## src/rtl/i2c_cond_pkg.sv

```systemverilog
package i2c_cond_pkg;

    typedef enum logic [0:0] {
        BUS_IDLE = 1'b0,
        BUS_BUSY = 1'b1
    } bus_state_e;

    typedef struct packed {
        logic start;
        logic rstart;
        logic stop;
    } raw_cond_t;

endpackage

```

## src/rtl/i2c_line_sync.sv

```systemverilog
module i2c_line_sync #(
    parameter int STAGES = 2
) (
    input  logic clk,
    input  logic rst_n,
    input  logic line_in,
    output logic line_sync,
    output logic line_prev
);
    localparam int LAST = STAGES - 1;

    logic [LAST:0] chain_q;
    logic          prev_q;

    always_ff @(posedge clk or negedge rst_n) begin
        if (!rst_n) begin
            chain_q[0] <= 1'b1;
        end else begin
            chain_q[0] <= line_in;
        end
    end

    generate
        for (genvar g = 1; g < STAGES; g++) begin : g_stage
            always_ff @(posedge clk or negedge rst_n) begin
                if (!rst_n) begin
                    chain_q[g] <= 1'b1;
                end else begin
                    chain_q[g] <= chain_q[g-1];
                end
            end
        end
    endgenerate

    always_ff @(posedge clk or negedge rst_n) begin
        if (!rst_n) begin
            prev_q <= 1'b1;
        end else begin
            prev_q <= chain_q[LAST];
        end
    end

    assign line_sync = chain_q[LAST];
    assign line_prev = prev_q;

endmodule

```

## src/rtl/i2c_cond_classify.sv

```systemverilog
module i2c_cond_classify
    import i2c_cond_pkg::*;
(
    input  logic      clk,
    input  logic      rst_n,
    input  logic      scl_s,
    input  logic      scl_p,
    input  logic      sda_s,
    input  logic      sda_p,
    output raw_cond_t raw,
    output logic      bus_busy
);
    bus_state_e state_q, state_d;
    logic       scl_high, sda_fall, sda_rise;

    assign scl_high = scl_s & scl_p;
    assign sda_fall = sda_p & ~sda_s;
    assign sda_rise = ~sda_p & sda_s;

    always_comb begin
        state_d = state_q;
        unique case (state_q)
            BUS_IDLE: if (scl_high && sda_fall) state_d = BUS_BUSY;
            BUS_BUSY: if (scl_high && sda_rise) state_d = BUS_IDLE;
            default:  state_d = BUS_IDLE;
        endcase
    end

    always_ff @(posedge clk or negedge rst_n) begin
        if (!rst_n) begin
            state_q <= BUS_IDLE;
        end else begin
            state_q <= state_d;
        end
    end

    always_comb begin
        raw = '0;
        unique case (state_q)
            BUS_IDLE: begin
                raw.start = scl_high & sda_fall;
                raw.stop  = scl_high & sda_rise;
            end
            BUS_BUSY: begin
                raw.rstart = scl_high & sda_fall;
                raw.stop   = scl_high & sda_rise;
            end
            default: raw = '0;
        endcase
    end

    assign bus_busy = (state_q == BUS_BUSY);

endmodule

```

## src/rtl/i2c_event_qualify.sv

```systemverilog
module i2c_event_qualify
    import i2c_cond_pkg::*;
(
    input  logic      clk,
    input  logic      rst_n,
    input  raw_cond_t raw,
    input  logic      slv_addressed,
    input  logic      gcall_addressed,
    input  logic      mst_active,
    input  logic      role_master,
    input  logic      cfg_stop_if_addr,
    input  logic      cfg_stop_if_mact,
    input  logic      cfg_ultra_fast,
    input  logic      cfg_restart_en,
    output logic      start_evt,
    output logic      stop_evt,
    output logic      restart_evt
);
    logic own_hit;
    logic addr_q, mact_q;
    logic stop_ok, rstart_ok;

    assign own_hit = slv_addressed & ~gcall_addressed;

    always_ff @(posedge clk or negedge rst_n) begin
        if (!rst_n) begin
            addr_q <= 1'b0;
            mact_q <= 1'b0;
        end else if (raw.start || raw.stop) begin
            addr_q <= 1'b0;
            mact_q <= 1'b0;
        end else begin
            if (own_hit)    addr_q <= 1'b1;
            if (mst_active) mact_q <= 1'b1;
        end
    end

    always_comb begin
        if (!role_master && cfg_stop_if_addr) begin
            stop_ok = addr_q | own_hit;
        end else if (role_master && cfg_stop_if_mact && !cfg_ultra_fast) begin
            stop_ok = mact_q | mst_active;
        end else begin
            stop_ok = 1'b1;
        end
    end

    assign rstart_ok = ~role_master & cfg_restart_en & slv_addressed;

    always_ff @(posedge clk or negedge rst_n) begin
        if (!rst_n) begin
            start_evt   <= 1'b0;
            stop_evt    <= 1'b0;
            restart_evt <= 1'b0;
        end else begin
            start_evt   <= raw.start | raw.rstart;
            stop_evt    <= raw.stop & stop_ok;
            restart_evt <= raw.rstart & rstart_ok;
        end
    end

endmodule

```

## src/rtl/i2c_cond_detect.sv

```systemverilog
module i2c_cond_detect
    import i2c_cond_pkg::*;
#(
    parameter int SYNC_STAGES = 2
) (
    input  logic clk,
    input  logic rst_n,
    input  logic scl_in,
    input  logic sda_in,
    input  logic slv_addressed,
    input  logic gcall_addressed,
    input  logic mst_active,
    input  logic role_master,
    input  logic cfg_stop_if_addr,
    input  logic cfg_stop_if_mact,
    input  logic cfg_ultra_fast,
    input  logic cfg_restart_en,
    output logic start_evt,
    output logic stop_evt,
    output logic restart_evt
);
    logic      scl_s, scl_p, sda_s, sda_p;
    raw_cond_t raw;
    logic      bus_busy;

    i2c_line_sync #(.STAGES(SYNC_STAGES)) u_scl_sync (
        .clk(clk), .rst_n(rst_n), .line_in(scl_in),
        .line_sync(scl_s), .line_prev(scl_p)
    );

    i2c_line_sync #(.STAGES(SYNC_STAGES)) u_sda_sync (
        .clk(clk), .rst_n(rst_n), .line_in(sda_in),
        .line_sync(sda_s), .line_prev(sda_p)
    );

    i2c_cond_classify u_class (
        .clk(clk), .rst_n(rst_n),
        .scl_s(scl_s), .scl_p(scl_p), .sda_s(sda_s), .sda_p(sda_p),
        .raw(raw), .bus_busy(bus_busy)
    );

    i2c_event_qualify u_qual (
        .clk(clk), .rst_n(rst_n), .raw(raw),
        .slv_addressed(slv_addressed), .gcall_addressed(gcall_addressed),
        .mst_active(mst_active), .role_master(role_master),
        .cfg_stop_if_addr(cfg_stop_if_addr), .cfg_stop_if_mact(cfg_stop_if_mact),
        .cfg_ultra_fast(cfg_ultra_fast), .cfg_restart_en(cfg_restart_en),
        .start_evt(start_evt), .stop_evt(stop_evt), .restart_evt(restart_evt)
    );

endmodule

```

## config.mk

```make
export PLATFORM = sky130hd
export DESIGN_NAME = i2c_cond_detect
export DESIGN_NICKNAME = d
export VERILOG_FILES = /design/src/rtl/i2c_cond_pkg.sv /design/src/rtl/i2c_line_sync.sv /design/src/rtl/i2c_cond_classify.sv /design/src/rtl/i2c_event_qualify.sv /design/src/rtl/i2c_cond_detect.sv
export SDC_FILE = /design/constraint.sdc
export NUM_CORES = 1
export LEC_CHECK = 0
export CORE_AREA = 2 2 39 41
export CTS_BUF_LIST = sky130_fd_sc_hd__clkbuf_4 sky130_fd_sc_hd__clkbuf_8
export CTS_CLUSTER_DIAMETER = 100
export DETAILED_ROUTE_END_ITERATION = 7
export DIE_AREA = 0 0 41 43
export GPL_TIMING_DRIVEN = 1
export SYNTH_ARGS = -nofsm -noshare
export SYNTH_HDL_FRONTEND = slang
export SYNTH_SLANG_ARGS = --single-unit
```

## constraint.sdc

```tcl
create_clock -name clk -period 1.6 [get_ports clk]
set_clock_uncertainty 0.05 [all_clocks]
set_input_delay 0.32 -clock clk [delete_from_list [all_inputs] [get_ports clk]]
set_output_delay 0.32 -clock clk [all_outputs]
set_load 0.01 [all_outputs]
```

# Yosys cells after proc, flatten, opt, wreduce, memory -nomap -nowiden
# Cells that the tools add are included.
# classes
shifts,0
n_eq_ne,0
n_mux,11
n_bitwise,18
magnitude_cmp,0
n_mul,0
reduce_logical,10
add_sub_neg,0
div_mod_pow,0
# ops
operator,count
AND 1 bit,10
2-to-1 mux 1 bit,10
logical AND 1 bit,5
NOT 1 bit,5
nonzero test 2 bit,2
OR 1 bit,3
logical NOT 1 bit,2
one-hot mux 1 bit (2 select lines),1
logical OR 1 bit,1
# totals
regBits,12
input_bits,12
latchBits,0
mem_count,0
wordCells,51
rom_bits,0
mem_bits_rw,0

# Depth between registers and ports, before layout
# Gate-level depths: netlist (run 1).
# logic_depth
word_depth,6
depth_mapped,3
depth_no_buf,3

# By module
# From an unflattened synthesis (run 1), not the netlist that was laid out.
# unflattened
cells_unflattened,30
area_unflattened_um2,441.7
# modules_own_cells
mod,n_inst,seq_area_each_um2,cells_each,area_each_um2
i2c_event_qualify,1,125.1,16,201.4
i2c_line_sync,2,78.8,3,78.8
i2c_cond_classify,1,25.0,8,82.6

# Worst setup path after synthesis (run 1)
# OpenSTA, ideal clock, no wires.
# synth_path
path_kind,reg2reg
from,"reg u_sda_sync.prev_q, in the netlist u_sda_sync.line_prev"
to,reg u_qual.addr_q
path_buffers,0
stages_incl_launch_ff,4
t_required_ns,1.431
setup_slack_ns,0.270
setup_time_ns,0.119
arrival_time_ns,1.161
cell_sequence,dfstp_2 -> or3b_1 -> a21oi_2 -> o21ba_1
# synth_between
elab_chain_len,5
# synth_rtl
item,line_no,source
from (decl),i2c_line_sync.sv:13,logic prev_q;
from (signal assigned),i2c_line_sync.sv:39,prev_q <= chain_q[LAST];
AND 1 bit or NOT 1 bit (tied branches),"i2c_cond_classify.sv:17, i2c_cond_classify.sv:18",
AND 1 bit (on tied branches),"i2c_cond_classify.sv:41, i2c_cond_classify.sv:18",
2-to-1 mux 1 bit or AND 1 bit (tied branches),"i2c_cond_classify.sv:39, i2c_cond_classify.sv:42, i2c_cond_classify.sv:46",
logical OR 1 bit *,i2c_event_qualify.sv:29,end else if (raw.start || raw.stop) begin
2-to-1 mux 1 bit or nonzero test 2 bit (tied branches),--,
to (signal assigned),i2c_event_qualify.sv:27,addr_q <= 1'b0;
to (signal assigned),i2c_event_qualify.sv:30,addr_q <= 1'b0;
to (signal assigned),i2c_event_qualify.sv:33,if (own_hit) addr_q <= 1'b1;
to (decl),i2c_event_qualify.sv:20,"logic addr_q, mact_q;"
# Every way passes the cells marked *; elsewhere a longest branch is shown, timed or not.
# A chain may end at the register's enable or synchronous reset.

# Worst setup path after layout (run 1)
# layout_path
from,reg u_qual.start_evt
to,out start_evt
# layout_lines
item,line_no,source
from (decl),i2c_event_qualify.sv:15,"output logic start_evt,"
from (signal assigned),i2c_event_qualify.sv:56,start_evt <= raw.start | raw.rstart;
to (decl),i2c_cond_detect.sv:18,"output logic start_evt,"
# No word-level cell between the ends.

==> results of run 1 <==
[synthesized netlist by cell type]
master    number
a21oi_1        1
a21oi_2        1
and2_1         1
and3b_1        1
and4_1         1
and4b_1        1
dfrtp_1        6
dfstp_2        6
nand2_1        1
nand2b_1       1
nand3_1        1
nor2_1         4
nor2b_1        2
nor4_1         1
nor4b_1        1
o21ba_1        1
or3b_1         1
[power by group]
group          total (uW)  leakage [uW]  internal [uW]  switching, uW
Sequential            336      0.000139            326           10.2
Clock                 231     0.0000210            138           93.2
Combinational        55.4      0.000102           37.1           18.3
Total                 623      0.000262            501            122
[cell families (layout without fill, tap and decap cells)]
family,Yosys count,in the layout,share of synthesized area [%]
compound gates,3,3,5.51
buf+inv,0,18,0
flops,12,12,71.3
simple gates,16,16,23.2
[cells in the final DEF (no fill, tap or decap), drive strengths merged]
cell type,instances
clkdlybuf4s50,14
dfrtp,6
dfstp,6
nor2,4
clkbuf,4
nor2b,2
a21oi,2
and3b,1
nand3,1
and2,1
nor4b,1
and4b,1
nor4,1
and4,1
nand2b,1
or3b,1
nand2,1
o21ba,1
[final timing paths]
kind                       slack [ns]                               to  cells after the start
setup / recovery                 0.11                        start_evt                      1
hold / removal                   0.31   u_sda_sync.line_sync$_DFF_PN1_                      0
setup reg to reg                 0.22        u_qual.addr_q$_DFFE_PN0P_                      3
hold reg to reg                  0.31   u_sda_sync.line_sync$_DFF_PN1_                      0
max in group asynchronous        0.80  u_sda_sync.chain_q[0]$_DFF_PN1_                      1
min in group asynchronous        0.34       u_qual.start_evt$_DFF_PN0_                      1
[final cells by class]
class | count | area (um2)
fill | 128 | 756
sequential | 12 | 308
tap | 16 | 20.0
timing repair buffer | 14 | 140
clock buffer | 4 | 36.3
multi-input combinational | 19 | 124
[through the flow]
step | power (uW) | util (%) | setup slack, ns | cell area, um2 | hold WS [ns]
CTS | 635 | 45.4 | 0.0975 | 628 | 0.311
finish | 623 | 45.4 | 0.115 | 628 | 0.310
global route | 658 | 45.4 | 0.0474 | 628 | 0.312
global placement | 396 | 42.8 | 0.148 | 592 | 0.300
detailed placement | 398 | 42.8 | 0.175 | 592 | 0.298
floorplan | 358 | - | 0.270 | 432 | -0.0256
[sequential cells by signal (all words and copies together) (netlist names)]
name,count
u_class.bus_busy,1
u_qual.addr_q,1
u_qual.mact_q,1
u_qual.restart_evt,1
u_qual.start_evt,1
u_qual.stop_evt,1
u_scl_sync.chain_q,1
u_scl_sync.line_prev,1
u_scl_sync.line_sync,1
u_sda_sync.chain_q,1
u_sda_sync.line_prev,1
u_sda_sync.line_sync,1
[per-layer routing]
layer  routed length (um)  GRT usage [%]  vias up
met3                   47           3.66        0
met1                  299           12.4      138
met5                    0              0        -
met4                    0           8.00        0
li1                     -              -      145
met2                  358           15.0        8
==> impl_metrics.yaml, run 1 <==
global_routing:
  grt_pass1_wl_mm: 1.17
  antenna_found_initial: 0
  grt_pass1_vias: 281
  grt_max_degree: 13
  grt-ovfl-total: 0
  gr-usage-all-layers_pct: 10.6
floorplan:
  initial_utilization_pct: 31.2
  die_w_um: 41
  die_area_mm2: 0.00176
  chipHeight_um: 43
  ios: 15
  rows: 14
  core_area_mm2: 0.00138
finish:
  diodes: 0
  instances_no_fill: 65
  syn_to_final_growth_pct: 45.5
  layout-drive-gt1-share_pct: 22.4
  nets: 62
route:
  vias_per_cell: 4.48
  route.detailed.drc: 0
  wl_per_cell_um: 10.8
  ant_nets: 0
  drtIter0Drc: 2
  drt-total-wl_um: 705
  via_count: 291
  drtPass1Iterations: 4
job:
  cap_violations: 0
critical_path:
  cp.required_ns: 1.23
  path_buf_inv: 1
  startpoint_type: "flop"
  crit_family: "buffers and inverters"
  max_stage_delay_ns: 0.52
  crit_fanout: 1
  crit-reg2reg-launch: "u_sda_sync.line_prev$_DFF_PN1_"
  crit_path_cell_trace: "clkdlybuf4s50_1"
  worst_setup_path_end_kind: "primary output"
  crit_slowest_cell: "clkdlybuf4s50_1"
  crit_type: "flop to primary output"
  cp.arrival_ns: 1.12
  critPathLaunch: "u_qual.start_evt$_DFF_PN0_"
timing:
  period_needed_ns: 1.49
  hold_viol_final: 0
  rsz0062_at_grt: "false"
  worst_pin_slew_ns: 0.514
  slew_headroom_pct: 65.6
  max_freq_ghz: 0.673
  slew_viol_final: 0
  fin_crit_sh_pct: 92.8
  finalSetupViolCount: 0
  fin_setup_tns_ns: 0
clock_network:
  htree_levels: 1
  worstSkewPairLatency_ns: 0.26
  clk_pin_slew_worst_paths_ns: 0.07
  cts_sinks: 12
  tritoncts: "done"
  post-cts-setup-buffer-count: 0
  cts_buffers: 3
  cts.path.max_buffers: 2
  clock-root-buffer: "clkbuf_4"
  cts_hold_buf: 0
  post_cts_resized: 0
logic_synthesis:
  postSynthCellCount: 31
  ys_warn_count: 0
  avgSynthCellArea_um2: 13.9
  synth_largest_area_cell: "dfstp_2"
  syn_area_um2: 432
  synth.distinct_cells: 17
  ys_seq_area_share_pct: 71.3
  ys_ff_latch: 12
  synth_area_leaders: "dfstp_2, dfrtp_1, nor2_1"
  synth_top_area_share_pct: 36.5
  synth_fp_nets: 43
min_path:
  worst_hold_path_type: "flop to flop"
  hp-start: "u_sda_sync.chain_q[0]$_DFF_PN1_"
pwr:
  p_leak_uw: 0.000262
  vdd_drop_max_mv: 0.646
  power-per-cell-area_mw_per_mm2: 992
status:
  status: "complete, no violations"
place:
  place.gp.congestion: 0.752
  dp_cells: 61
  portBuffers: 14
(Power assumes the default switching activity.)
==> inputs of run 2 (changes only) <==
--- a/config.mk
+++ b/config.mk
@@ -5,12 +5,16 @@
 export SDC_FILE = /design/constraint.sdc
 export NUM_CORES = 1
 export LEC_CHECK = 0
+export CELL_PAD_IN_SITES_DETAIL_PLACEMENT = 0
+export CELL_PAD_IN_SITES_GLOBAL_PLACEMENT = 1
 export CORE_AREA = 2 2 39 41
 export CTS_BUF_LIST = sky130_fd_sc_hd__clkbuf_4 sky130_fd_sc_hd__clkbuf_8
 export CTS_CLUSTER_DIAMETER = 100
 export DETAILED_ROUTE_END_ITERATION = 7
 export DIE_AREA = 0 0 41 43
 export GPL_TIMING_DRIVEN = 1
+export PLACE_DENSITY_LB_ADDON = 0.1
+export SKIP_CTS_REPAIR_TIMING = 1
 export SYNTH_ARGS = -nofsm -noshare
 export SYNTH_HDL_FRONTEND = slang
 export SYNTH_SLANG_ARGS = --single-unit
==> run 2 against run 1 <==
Net effect: non-clock buffer count unchanged; clock power fell by 12%; utilization decreased by 0.45 points; count of clock-buffer cells in the layout unchanged; combinational power up 0.7%; first-iteration DRC count fell by 50%.
==> impl_metrics.yaml, run 2 (synthesis gave the netlist of run 1 again) <==
status:
  status: "complete, no violations"
route:
  vias_per_cell: 4.40
  via_count: 286
  drtPass1Iterations: 3
  ant_nets: 0
  drtIter0Drc: 1
  wl_per_cell_um: 11.7
  drt-total-wl_um: 763
  route.detailed.drc: 0
critical_path:
  path_buf_inv: 1
  crit_path_cell_trace: "clkdlybuf4s50_1"
  crit_type: "flop to primary output"
  crit_fanout: 1
  cp.required_ns: 1.23
  crit_slowest_cell: "clkdlybuf4s50_1"
  max_stage_delay_ns: 0.53
  worst_setup_path_end_kind: "primary output"
  cp.arrival_ns: 1.12
  crit_family: "buffers and inverters"
  startpoint_type: "flop"
timing:
  period_needed_ns: 1.49
  slew_viol_final: 0
  max_freq_ghz: 0.672
  fin_crit_sh_pct: 93.0
  fin_setup_tns_ns: 0
  holdWs_ns: 0.308
  hold_viol_final: 0
  slew_headroom_pct: 66.5
  finalSetupViolCount: 0
  rsz0062_at_grt: "false"
  worst_pin_slew_ns: 0.502
  fin_ws_ns: 0.112
global_routing:
  antenna_found_initial: 0
  grt_max_degree: 13
  grt_pass1_vias: 302
  grt_pass1_wl_mm: 1.26
  gr-usage-all-layers_pct: 11.6
  grt-ovfl-total: 0
finish:
  nets: 62
  diodes: 0
  register_area_um2: 308
  nFillCells: 139
  layout-drive-gt1-share_pct: 22.4
  fin_area_um2: 622
  multi_input_area_um2: 124
  layout_commonest_cell: "clkdlybuf4s50_1"
  syn_to_final_growth_pct: 44.1
  final_cell_mix: "clkdlybuf4s50_1, dfrtp_1, dfstp_2"
place:
  place.gp.congestion: 0.717
  place_ws_ns: 0.116
  postPlaceCellArea_um2: 592
  hpwl_um: 560
  portBuffers: 14
floorplan:
  initial_utilization_pct: 31.2
  core_area_mm2: 0.00138
  die_area_mm2: 0.00176
  ios: 15
  rows: 14
  chipHeight_um: 43
  die_w_um: 41
clock_network:
  clock-root-buffer: "clkbuf_4"
  cts_buffers: 3
  cts.path.max_buffers: 2
  worstSkewPairLatency_ns: 0.26
  cts_sinks: 12
  htree_levels: 1
  clk_pin_slew_worst_paths_ns: 0.07
  tritoncts: "done"
pwr:
  p_total_uw: 596
  vdd_drop_max_mv: 0.401
  p_leak_uw: 0.000259
  power-per-cell-area_mw_per_mm2: 959
min_path:
  worst_hold_path_type: "flop to flop"
job:
  cap_violations: 0
==> run 2: layout make-up <==
type | instances | share of cell area (%)
Tap cell | 16 | 3.22
Sequential cell | 12 | 49.5
Timing Repair Buffer | 14 | 22.5
Clock buffer | 4 | 4.83
Multi-Input combinational cell | 19 | 19.9
==> run 2: power by group <==
part	total, uW	switching (uW)	leakage [uW]	internal, uW
clock	204	90.6	0.0000184	113
combinational	55.8	18.7	0.000102	37.1
sequential	337	10.4	0.000139	326
total	596	120	0.000259	477
==> run 2: final timing paths <==
path / slack (ns) / from / cells past startpoint / endpoint
max: 0.11 / u_qual.stop_evt$_DFF_PN0_ / 1 / stop_evt
max in group asynchronous: 0.80 / rst_n / 1 / u_sda_sync.line_sync$_DFF_PN1_
min reg2reg: 0.31 / u_scl_sync.chain_q[0]$_DFF_PN1_ / 0 / u_scl_sync.line_sync$_DFF_PN1_
max reg2reg: 0.23 / u_sda_sync.line_prev$_DFF_PN1_ / 3 / u_qual.addr_q$_DFFE_PN0P_
min in group asynchronous: 0.34 / rst_n / 1 / u_qual.addr_q$_DFFE_PN0P_
min: 0.31 / u_scl_sync.chain_q[0]$_DFF_PN1_ / 0 / u_scl_sync.line_sync$_DFF_PN1_
==> run 2: per-layer routing <==
layer / vias to the layer above / part of all wire, % / GRT usage [%]
met5: - / 0 / 0
met4: 0 / 0 / 10.0
met3: 0 / 8.3 / 4.71
met2: 12 / 48 / 16.6
met1: 131 / 43 / 12.5
li1: 143 / - / -
==> run 2: per-stage QoR <==
step | std cells | util, %
2_1_floorplan | 31 | -
3_3_place_gp | 61 | 42.8
3_5_place_dp | 61 | 42.8
4_1_cts | 65 | 44.9
5_1_grt | 65 | 44.9
6_report | 65 | 44.9
==> inputs of run 3 (changes only) <==
--- a/config.mk
+++ b/config.mk
@@ -13,6 +13,7 @@
 export DETAILED_ROUTE_END_ITERATION = 7
 export DIE_AREA = 0 0 41 43
 export GPL_TIMING_DRIVEN = 1
+export HOLD_SLACK_MARGIN = 0.08
 export PLACE_DENSITY_LB_ADDON = 0.1
 export SKIP_CTS_REPAIR_TIMING = 1
 export SYNTH_ARGS = -nofsm -noshare
==> results of run 3 <==
The final DEF is identical to that of run 2; final timing and power are the same.
